File: config.mk
export PLATFORM = sky130hd
export DESIGN_NAME = uart_txf
export DESIGN_NICKNAME = d
export VERILOG_FILES = /design/src/rtl/uart_txf_pkg.sv /design/src/rtl/uart_txf_parity.sv /design/src/rtl/uart_txf_framer.sv /design/src/rtl/uart_txf_shifter.sv /design/src/rtl/uart_txf.sv
export SDC_FILE = /design/constraint.sdc
export NUM_CORES = 1
export LEC_CHECK = 0
export BUFFER_PORTS_ARGS = -buffer_cell sky130_fd_sc_hd__buf_2
export CAP_MARGIN = 20
export CELL_PAD_IN_SITES_DETAIL_PLACEMENT = 1
export CELL_PAD_IN_SITES_GLOBAL_PLACEMENT = 1
export CORE_AREA = 3 3 60 62
export CTS_CLUSTER_DIAMETER = 30
export DETAILED_ROUTE_END_ITERATION = 12
export DIE_AREA = 0 0 63 65
export GPL_TIMING_DRIVEN = 0
export MAX_ROUTING_LAYER = met4
export PLACE_DENSITY = 0.64
export SLEW_MARGIN = 20
export SYNTH_ARGS = -nofsm -noshare
export SYNTH_HDL_FRONTEND = slang
export SYNTH_SLANG_ARGS = --single-unit
File: constraint.sdc
create_clock -name clk -period 2.22 [get_ports clk]
set_clock_uncertainty 0.2 [all_clocks]
set_input_delay 0.444 -clock clk [delete_from_list [all_inputs] [get_ports clk]]
set_output_delay 0.444 -clock clk [all_outputs]
set_load 0.01 [all_outputs]
File: src/rtl/uart_txf_pkg.sv
package uart_txf_pkg;
  typedef struct packed {
    logic len8;
    logic stop2;
    logic par_en;
    logic par_odd;
  } txf_fmt_t;
endpackage

File: src/rtl/uart_txf_parity.sv
module uart_txf_parity #(
  parameter int DATA_W = 8
) (
  input  logic [DATA_W-1:0] data,
  input  logic              full_len,
  input  logic              odd,
  output logic              par_bit
);
  logic [DATA_W-1:0] used;

  // the top bit only counts in full-length mode
  always_comb begin
    used = data;
    if (!full_len) used[DATA_W-1] = 1'b0;
    par_bit = (^used) ^ odd;
  end
endmodule

File: src/rtl/uart_txf_framer.sv
module uart_txf_framer
  import uart_txf_pkg::*;
#(
  parameter int DATA_W = 8,
  parameter int FW     = DATA_W + 4,
  parameter int CW     = $clog2(FW + 1)
) (
  input  logic [DATA_W-1:0] data,
  input  txf_fmt_t          fmt,
  output logic [FW-1:0]     frame,
  output logic [CW-1:0]     nbits
);
  logic          par_bit;
  logic [FW-1:0] dpad;
  int            dlen;

  uart_txf_parity #(.DATA_W(DATA_W)) u_par (
    .data     (data),
    .full_len (fmt.len8),
    .odd      (fmt.par_odd),
    .par_bit  (par_bit)
  );

  assign dpad = FW'(data);

  // position 0 is the start bit; the rest fill in send order
  always_comb begin
    dlen = fmt.len8 ? DATA_W : DATA_W - 1;
    for (int i = 0; i < FW; i++) begin
      if (i == 0)                          frame[i] = 1'b0;
      else if (i <= dlen)                  frame[i] = dpad[i-1];
      else if (fmt.par_en && i == dlen + 1) frame[i] = par_bit;
      else                                 frame[i] = 1'b1;
    end
    nbits = CW'(1 + dlen + (fmt.par_en ? 1 : 0) + (fmt.stop2 ? 2 : 1));
  end
endmodule

File: src/rtl/uart_txf_shifter.sv
module uart_txf_shifter #(
  parameter int FW = 12,
  parameter int CW = $clog2(FW + 1)
) (
  input  logic          clk,
  input  logic          rst,
  input  logic          bit_tick,
  input  logic          load,
  input  logic [FW-1:0] frame_in,
  input  logic [CW-1:0] nbits_in,
  output logic          tx,
  output logic          busy
);
  logic [FW-1:0] sreg;
  logic [CW-1:0] left;

  always_ff @(posedge clk) begin
    if (rst) begin
      sreg <= '1;
      left <= '0;
      tx   <= 1'b1;
      busy <= 1'b0;
    end else if (load && !busy) begin
      sreg <= frame_in;
      left <= nbits_in;
      busy <= 1'b1;
    end else if (busy && bit_tick) begin
      if (left != '0) begin
        tx   <= sreg[0];
        sreg <= {1'b1, sreg[FW-1:1]};
        left <= left - 1'b1;
      end else begin
        busy <= 1'b0;
        tx   <= 1'b1;
      end
    end
  end

  AST_LINE_ONLY_ON_TICK: assert property (@(posedge clk) disable iff (rst)
    !bit_tick |=> $stable(tx));
  AST_IDLE_LINE_HIGH: assert property (@(posedge clk) disable iff (rst)
    !busy |-> tx);
  AST_END_ON_TICK: assert property (@(posedge clk) disable iff (rst)
    $fell(busy) |-> tx && $past(bit_tick));
  AST_LOAD_WHEN_IDLE: assert property (@(posedge clk) disable iff (rst)
    load |-> !busy);
endmodule

File: src/rtl/uart_txf.sv
module uart_txf
  import uart_txf_pkg::*;
#(
  parameter int DATA_W = 8
) (
  input  logic              clk,
  input  logic              rst,
  input  logic              bit_tick,
  input  logic              in_valid,
  input  logic [DATA_W-1:0] in_data,
  output logic              in_ready,
  input  logic              cfg_len8,
  input  logic              cfg_stop2,
  input  logic              cfg_par_en,
  input  logic              cfg_par_odd,
  output logic              tx,
  output logic              busy
);
  localparam int FW = DATA_W + 4;
  localparam int CW = $clog2(FW + 1);

  txf_fmt_t      fmt;
  logic [FW-1:0] frame;
  logic [CW-1:0] nbits;
  logic          accept;

  assign fmt      = '{len8: cfg_len8, stop2: cfg_stop2,
                      par_en: cfg_par_en, par_odd: cfg_par_odd};
  assign in_ready = !busy;
  assign accept   = in_valid && in_ready;

  uart_txf_framer #(.DATA_W(DATA_W), .FW(FW), .CW(CW)) u_framer (
    .data  (in_data),
    .fmt   (fmt),
    .frame (frame),
    .nbits (nbits)
  );

  uart_txf_shifter #(.FW(FW), .CW(CW)) u_shift (
    .clk      (clk),
    .rst      (rst),
    .bit_tick (bit_tick),
    .load     (accept),
    .frame_in (frame),
    .nbits_in (nbits),
    .tx       (tx),
    .busy     (busy)
  );

  AST_ACCEPT_BLOCKS: assert property (@(posedge clk) disable iff (rst)
    accept |=> busy && !in_ready);
  AST_START_WAITS_TICK: assert property (@(posedge clk) disable iff (rst)
    $rose(busy) |-> tx);
endmodule

==> results of run 1 <==
[area by class of cell]
type                            instances  area (um^2)
Inverter                                5         18.8
Multi-Input combinational cell         84          538
Sequential cell                        16          320
Tap cell                               44         55.1
Clock buffer                            3         22.5
Timing Repair Buffer                   18         90.1
Fill cell                             394         2010
Buffer                                  4         25.0
[per-layer routing]
layer,GRT usage (%),wire [um],vias up
li1,-,-,413
met1,15.1,1020,384
met2,20.7,1010,18
met3,2.43,95,5
met4,5.79,41,0
met5,-,0,-
[state kept, by name (all words and copies together) (netlist names)]
signal / flops
u_shift.tx: 1
u_shift.sreg: 10
u_shift.left: 4
u_shift.busy: 1
[stage by stage]
| step | utilization, % | hold slack, ps | area, um^2 | instances |
|---|---|---|---|---|
| after floorplan | - | 278 | 902 | 109 |
| after CTS | 34.8 | 242 | 1070 | 174 |
| after global routing | 34.8 | 250 | 1070 | 174 |
| after global placement | 34.0 | 303 | 1050 | 171 |
| after detailed placement | 34.0 | 295 | 1050 | 171 |
| final | 34.8 | 243 | 1070 | 174 |
[cells by family (layout without fill, tap and decap cells)]
kind of cell	Yosys count	after routing	share of synthesized area (%)
xor gates and xnor gates	11	11	10.7
and+or+nand+nor	41	41	25.0
buffers and inverters	9	30	4.85
adders and majority gates	3	3	4.99
muxes	1	1	1.11
DFF	16	16	35.5
AOI/OAI and AO/OA	28	28	17.9
[cell usage after synthesis, types with 2 or more instances]
library cell / instances / area [um^2]
dfxtp_1: 16 / 320
o21bai_1: 2 / 15.0
buf_2: 2 / 10.0
or2_2: 6 / 37.5
nor2_1: 11 / 41.3
nand2_1: 13 / 48.8
a21oi_1: 20 / 100
inv_1: 5 / 18.8
ha_1: 2 / 25.0
xnor2_1: 10 / 87.6
[critical path, delay by kind of cell, from the launching register on]
family	cells	cell delay (ps)
simple gates	3	600
compound gates	2	220
flops	1	350
buf+inv	2	210
fa+ha+maj	1	170
[placed cells by master (no fill, tap or decap), drive strengths merged, types with 2 or more instances in the layout]
master,synthesis,final
clkbuf,1,4
a211oi,2,2
a21oi,20,20
o21bai,2,2
inv,5,5
or2,7,7
nor4,2,2
nand2,14,14
xnor2,10,10
nor2,12,12
buf,3,21
dfxtp,16,16
ha,2,2
[path summary, 6_finish.rpt]
path	from	to	slack (ps)
worst max-delay path	u_shift.left[0]$_SDFFE_PP0P_	u_shift.sreg[6]$_SDFFE_PP1P_	340
worst max register to register	u_shift.left[0]$_SDFFE_PP0P_	u_shift.sreg[6]$_SDFFE_PP1P_	340
worst min-delay path	in_valid	u_shift.busy$_SDFFE_PP0P_	240
worst min register to register	u_shift.tx$_SDFFE_PP1P_	u_shift.tx$_SDFFE_PP1P_	310
[report_power, final]
group / switching [uW] / leakage [uW] / total (uW) / internal, uW
Clock: 92.5 / 0.0000138 / 156 / 63.1
Sequential: 20.7 / 0.000132 / 334 / 313
Combinational: 102 / 0.000317 / 197 / 95.1
==> flow_summary.ini, run 1 <==
[global_routing]
grt_max_degree = 11
grt_pass1_vias = 865
grt_overflow = 0
grt_usage_pct = 12.7
grt_pass1_wl_mm = 3.98
antenna_found_initial = 0

[cts]
root_buffer = clkbuf_4
clockBufferDepth = 2
cts_resized = 0
cts_buffers = 3
post-cts-setup-buffer-count = 0
clock-sinks = 16
clkLatencyLatePin_ps = 290
holdBufCountCts = 0
path_clk_slew_ps = 90
htree_num_levels = 1
cts_tree = yes

[setup_path]
cpMostUsedCell = a21oi_1
crit_fanout = 10
worstSetupStartpointType = flop
path_cells = inv_1 -> ha_1 -> nor3b_2 -> nor2_2 -> buf_6 -> a21oi_1 -> a21oi_1 -> or2_2
cp_slowest_stage_delay_ps = 350
worstPathArrival_ps = 1870
ff2ff_path_depth = 8
end_kind = flop
slowest_stage = dfxtp_1
crit_required_ps = 2210
critPathKind = reg2reg

[drt]
num_vias = 820
drc = 0
drt_iter0_markers = 25
wl_mm = 2.16
detail-route-antenna-nets = 0
wire_per_inst_um = 12.4
dr.pass1.iters = 4
viasPerCell = 4.71

[sta]
fmax_mhz = 532
setup_viol = 0
hold_viol_final = 0
rsz0062_at_grt = no
period_minus_slack_ps = 1880
worst_pin_slew_ps = 496
slew_viol_final = 0
period_share_pct = 84.7
setup_slack_ps = 340
slew_headroom_pct = 66.9
finalSetupTns_ps = 0

[outcome]
status = completed

[die]
die_h_um = 65
die_area_um2 = 4100
core_area_um2 = 3080
row_count = 20
die_x_um = 63
boundaryPins = 19
initial_utilization_pct = 29.3

[power]
p_leak_uw = 0.000463
p_per_area_nw_per_um2 = 641
irDropWorstVdd_uv = 202
power_uw = 686

[yosys]
ys_seq_area_share_pct = 35.5
synth_nets = 128
synthesis.instances = 109
synth_area_um2 = 902
syn_area_per_cell_um2 = 8.28
yosysUniqueCellTypes = 32
ys_ff_latch = 16
synth_ff_type = dfxtp_1
ys_warn_count = 0
synth_edf_count = 0
async_flop_share_pct = 0

[worst_hold_path]
hp-class = in2reg
whs_path_depth = 3

[finish]
final_nets = 151
layout-drive-gt1-share_pct = 28.5
diodes = 0
syn_to_final_growth_pct = 18.6

[placement]
hpwl_mm = 1.69
dp_slack_ps = 345
place.port_buffers = 18
place_congestion = 0.774

[flow_run]
drv_cap = 0
No activity file was read; power rests on OpenSTA's default activity.
==> inputs of run 2 (changes only) <==
--- a/config.mk
+++ b/config.mk
@@ -15,7 +15,7 @@
 export DIE_AREA = 0 0 63 65
 export GPL_TIMING_DRIVEN = 0
 export MAX_ROUTING_LAYER = met4
-export PLACE_DENSITY = 0.64
+export PLACE_DENSITY = 0.67
 export SLEW_MARGIN = 20
 export SYNTH_ARGS = -nofsm -noshare
 export SYNTH_HDL_FRONTEND = slang
==> constraint.sdc (replaced) <==
create_clock -name clk -period 1.55 [get_ports clk]
set_clock_uncertainty 0.2 [all_clocks]
set_input_delay 0.31 -clock clk [delete_from_list [all_inputs] [get_ports clk]]
set_output_delay 0.31 -clock clk [all_outputs]
set_load 0.01 [all_outputs]
==> run 2 against run 1 <==
The flow now finishes with violations (negative setup slack); combinational power up 92%; final area up 18%; die area unchanged; critical path type unchanged.
==> flow_summary.ini, run 2 (synthesis results as in run 1) <==
[sta]
worst_pin_slew_ps = 540
period_minus_slack_ps = 1720
slew_headroom_pct = 64.0
whs_ps = 83.8
setup_viol = 13
rsz0062_at_grt = yes
period_share_pct = 111
setup_slack_ps = -169
fmax_mhz = 582
slew_viol_final = 0
hold_viol_final = 0

[cts]
clockBufferDepth = 2
path_clk_slew_ps = 100
clock-sinks = 16
clkLatencyLatePin_ps = 300
cts_tree = yes
htree_num_levels = 1
holdBufCountCts = 0
cts_buffers = 3
root_buffer = clkbuf_4

[global_routing]
grt_max_degree = 11
antenna_found_initial = 0
grt_overflow = 0
grt_usage_pct = 13.0
grt_pass1_wl_mm = 3.95
grt_pass1_vias = 826

[drt]
detail-route-antenna-nets = 0
wire_per_inst_um = 13.2
drt_iter0_markers = 25
drc = 0
wl_mm = 2.38
viasPerCell = 4.68
num_vias = 842
dr.pass1.iters = 4

[finish]
fillCellCount = 385
diodes = 0
layout_commonest_cell = buf_2
finalInstanceArea_um2 = 1260
largest_register = u_shift.sreg
layout-drive-gt1-share_pct = 45.6
top_regs = u_shift.sreg: 10 flops, u_shift.left: 4 flops
final_nets = 156
syn_to_final_growth_pct = 39.9
largest_register_ffs = 10
mostFrequentLayoutCells = buf_2, dfxtp_1, nand2_1, a21oi_1, nor2_1

[worst_hold_path]
worstHoldEndpoint = u_shift.busy$_SDFFE_PP0P_
hold_start = in_valid
hp-class = in2reg
whs_path_depth = 3

[setup_path]
r2r-end = u_shift.left[3]$_SDFFE_PP0P_
critPathKind = reg2reg
ff2ff_path_depth = 7
worstSetupStartpointType = flop
timing.rr.start = u_shift.left[1]$_SDFFE_PP0P_
path_cells = inv_4 -> ha_4 -> or3b_4 -> nand3_4 -> nor4_4 -> xnor2_1 -> a21oi_1
cp_slowest_stage_delay_ps = 420
worstPathArrival_ps = 1700
crit_fanout = 5
crit_required_ps = 1530
slowest_stage = or3b_4
end_kind = flop
r2r_slack_ps = -170

[power]
pwr-share-comb_pct = 32.7
p_per_area_nw_per_um2 = 916
power.internal_uw = 783
power.clock.fraction_pct = 25.2
irDropWorstVdd_uv = 250
switchingPower_uw = 374
netSwitchingFraction_pct = 32.3
p_leak_uw = 0.000517
p_seq_share_pct = 42.1
power_uw = 1160

[placement]
dp_slack_ps = -221
hpwl_mm = 1.68
placed_cell_area_um2 = 1100
place.port_buffers = 18
place_congestion = 0.702

[die]
boundaryPins = 19
initial_utilization_pct = 29.3
core_area_um2 = 3080
row_count = 20
die_x_um = 63
die_area_um2 = 4100
die_h_um = 65

[outcome]
status = finished with violations
violations = negative setup slack

[flow_run]
drv_cap = 0
## run 2: stage by stage
stage / TNS (ps) / instances / utilization (%)
3_3_place_gp: -1520 / 171 / 35.9
6_report: -1380 / 180 / 41.0
5_1_grt: -2390 / 180 / 41.0
3_5_place_dp: -1830 / 171 / 35.9
4_1_cts: -1450 / 180 / 39.5
2_1_floorplan: -292 / 109 / -
## run 2: repair_timing
item / CTS / global route
setup endpoints to repair: 14 / 15
gates resized for setup: 10 / 11
cloned: 2 / 0
buffers inserted: 3 / 0
pin swaps: 8 / 6
## run 2: routing by layer
layer	global-route usage, %	routed length (um)	vias to the layer above
li1	-	-	422
met1	16.1	1120	396
met2	20.2	1100	19
met3	2.95	118	5
met4	5.79	43	0
met5	-	0	-
## run 2: layout make-up
class | count | area [um^2] | area share [%]
repair buffers | 22 | 124 | 9.81
clock buffers | 4 | 36.3 | 2.87
multi-input cells | 85 | 664 | 52.6
inverters | 5 | 21.3 | 1.68
well taps | 44 | 55.1 | 4.36
plain buffers | 4 | 30.0 | 2.38
flip-flops and latches | 16 | 332 | 26.3
## run 2: power by group through the flow
stage	combinational, uW	clock (uW)	sequential [uW]
floorplan	234	0	490
global placement	306	0	493
finish	378	292	487
detailed placement	315	0	495
CTS	364	303	484
global route	423	325	492
## run 2: worst max path at each step
stage                                 start                      endpoint  slack (ps)  cells past startpoint
5_1_grt        u_shift.left[1]$_SDFFE_PP0P_  u_shift.sreg[6]$_SDFFE_PP1P_        -240                      8
2_1_floorplan  u_shift.left[0]$_SDFFE_PP0P_  u_shift.left[3]$_SDFFE_PP0P_         -50                      7
3_5_place_dp   u_shift.left[0]$_SDFFE_PP0P_  u_shift.left[3]$_SDFFE_PP0P_        -220                      7
3_3_place_gp                     in_data[0]  u_shift.sreg[8]$_SDFFE_PP1P_        -160                      6
4_1_cts        u_shift.left[1]$_SDFFE_PP0P_  u_shift.left[3]$_SDFFE_PP0P_        -160                      7
6_report       u_shift.left[1]$_SDFFE_PP0P_  u_shift.left[3]$_SDFFE_PP0P_        -170                      7
## run 2: critical path: cells and delay by family (launching register included)
kind	cells	cell delay [ps]
xor+xnor	1	150
buf+inv	1	60
compound gates	1	80
fa+ha+maj	1	120
simple gates	3	610
flops	1	370
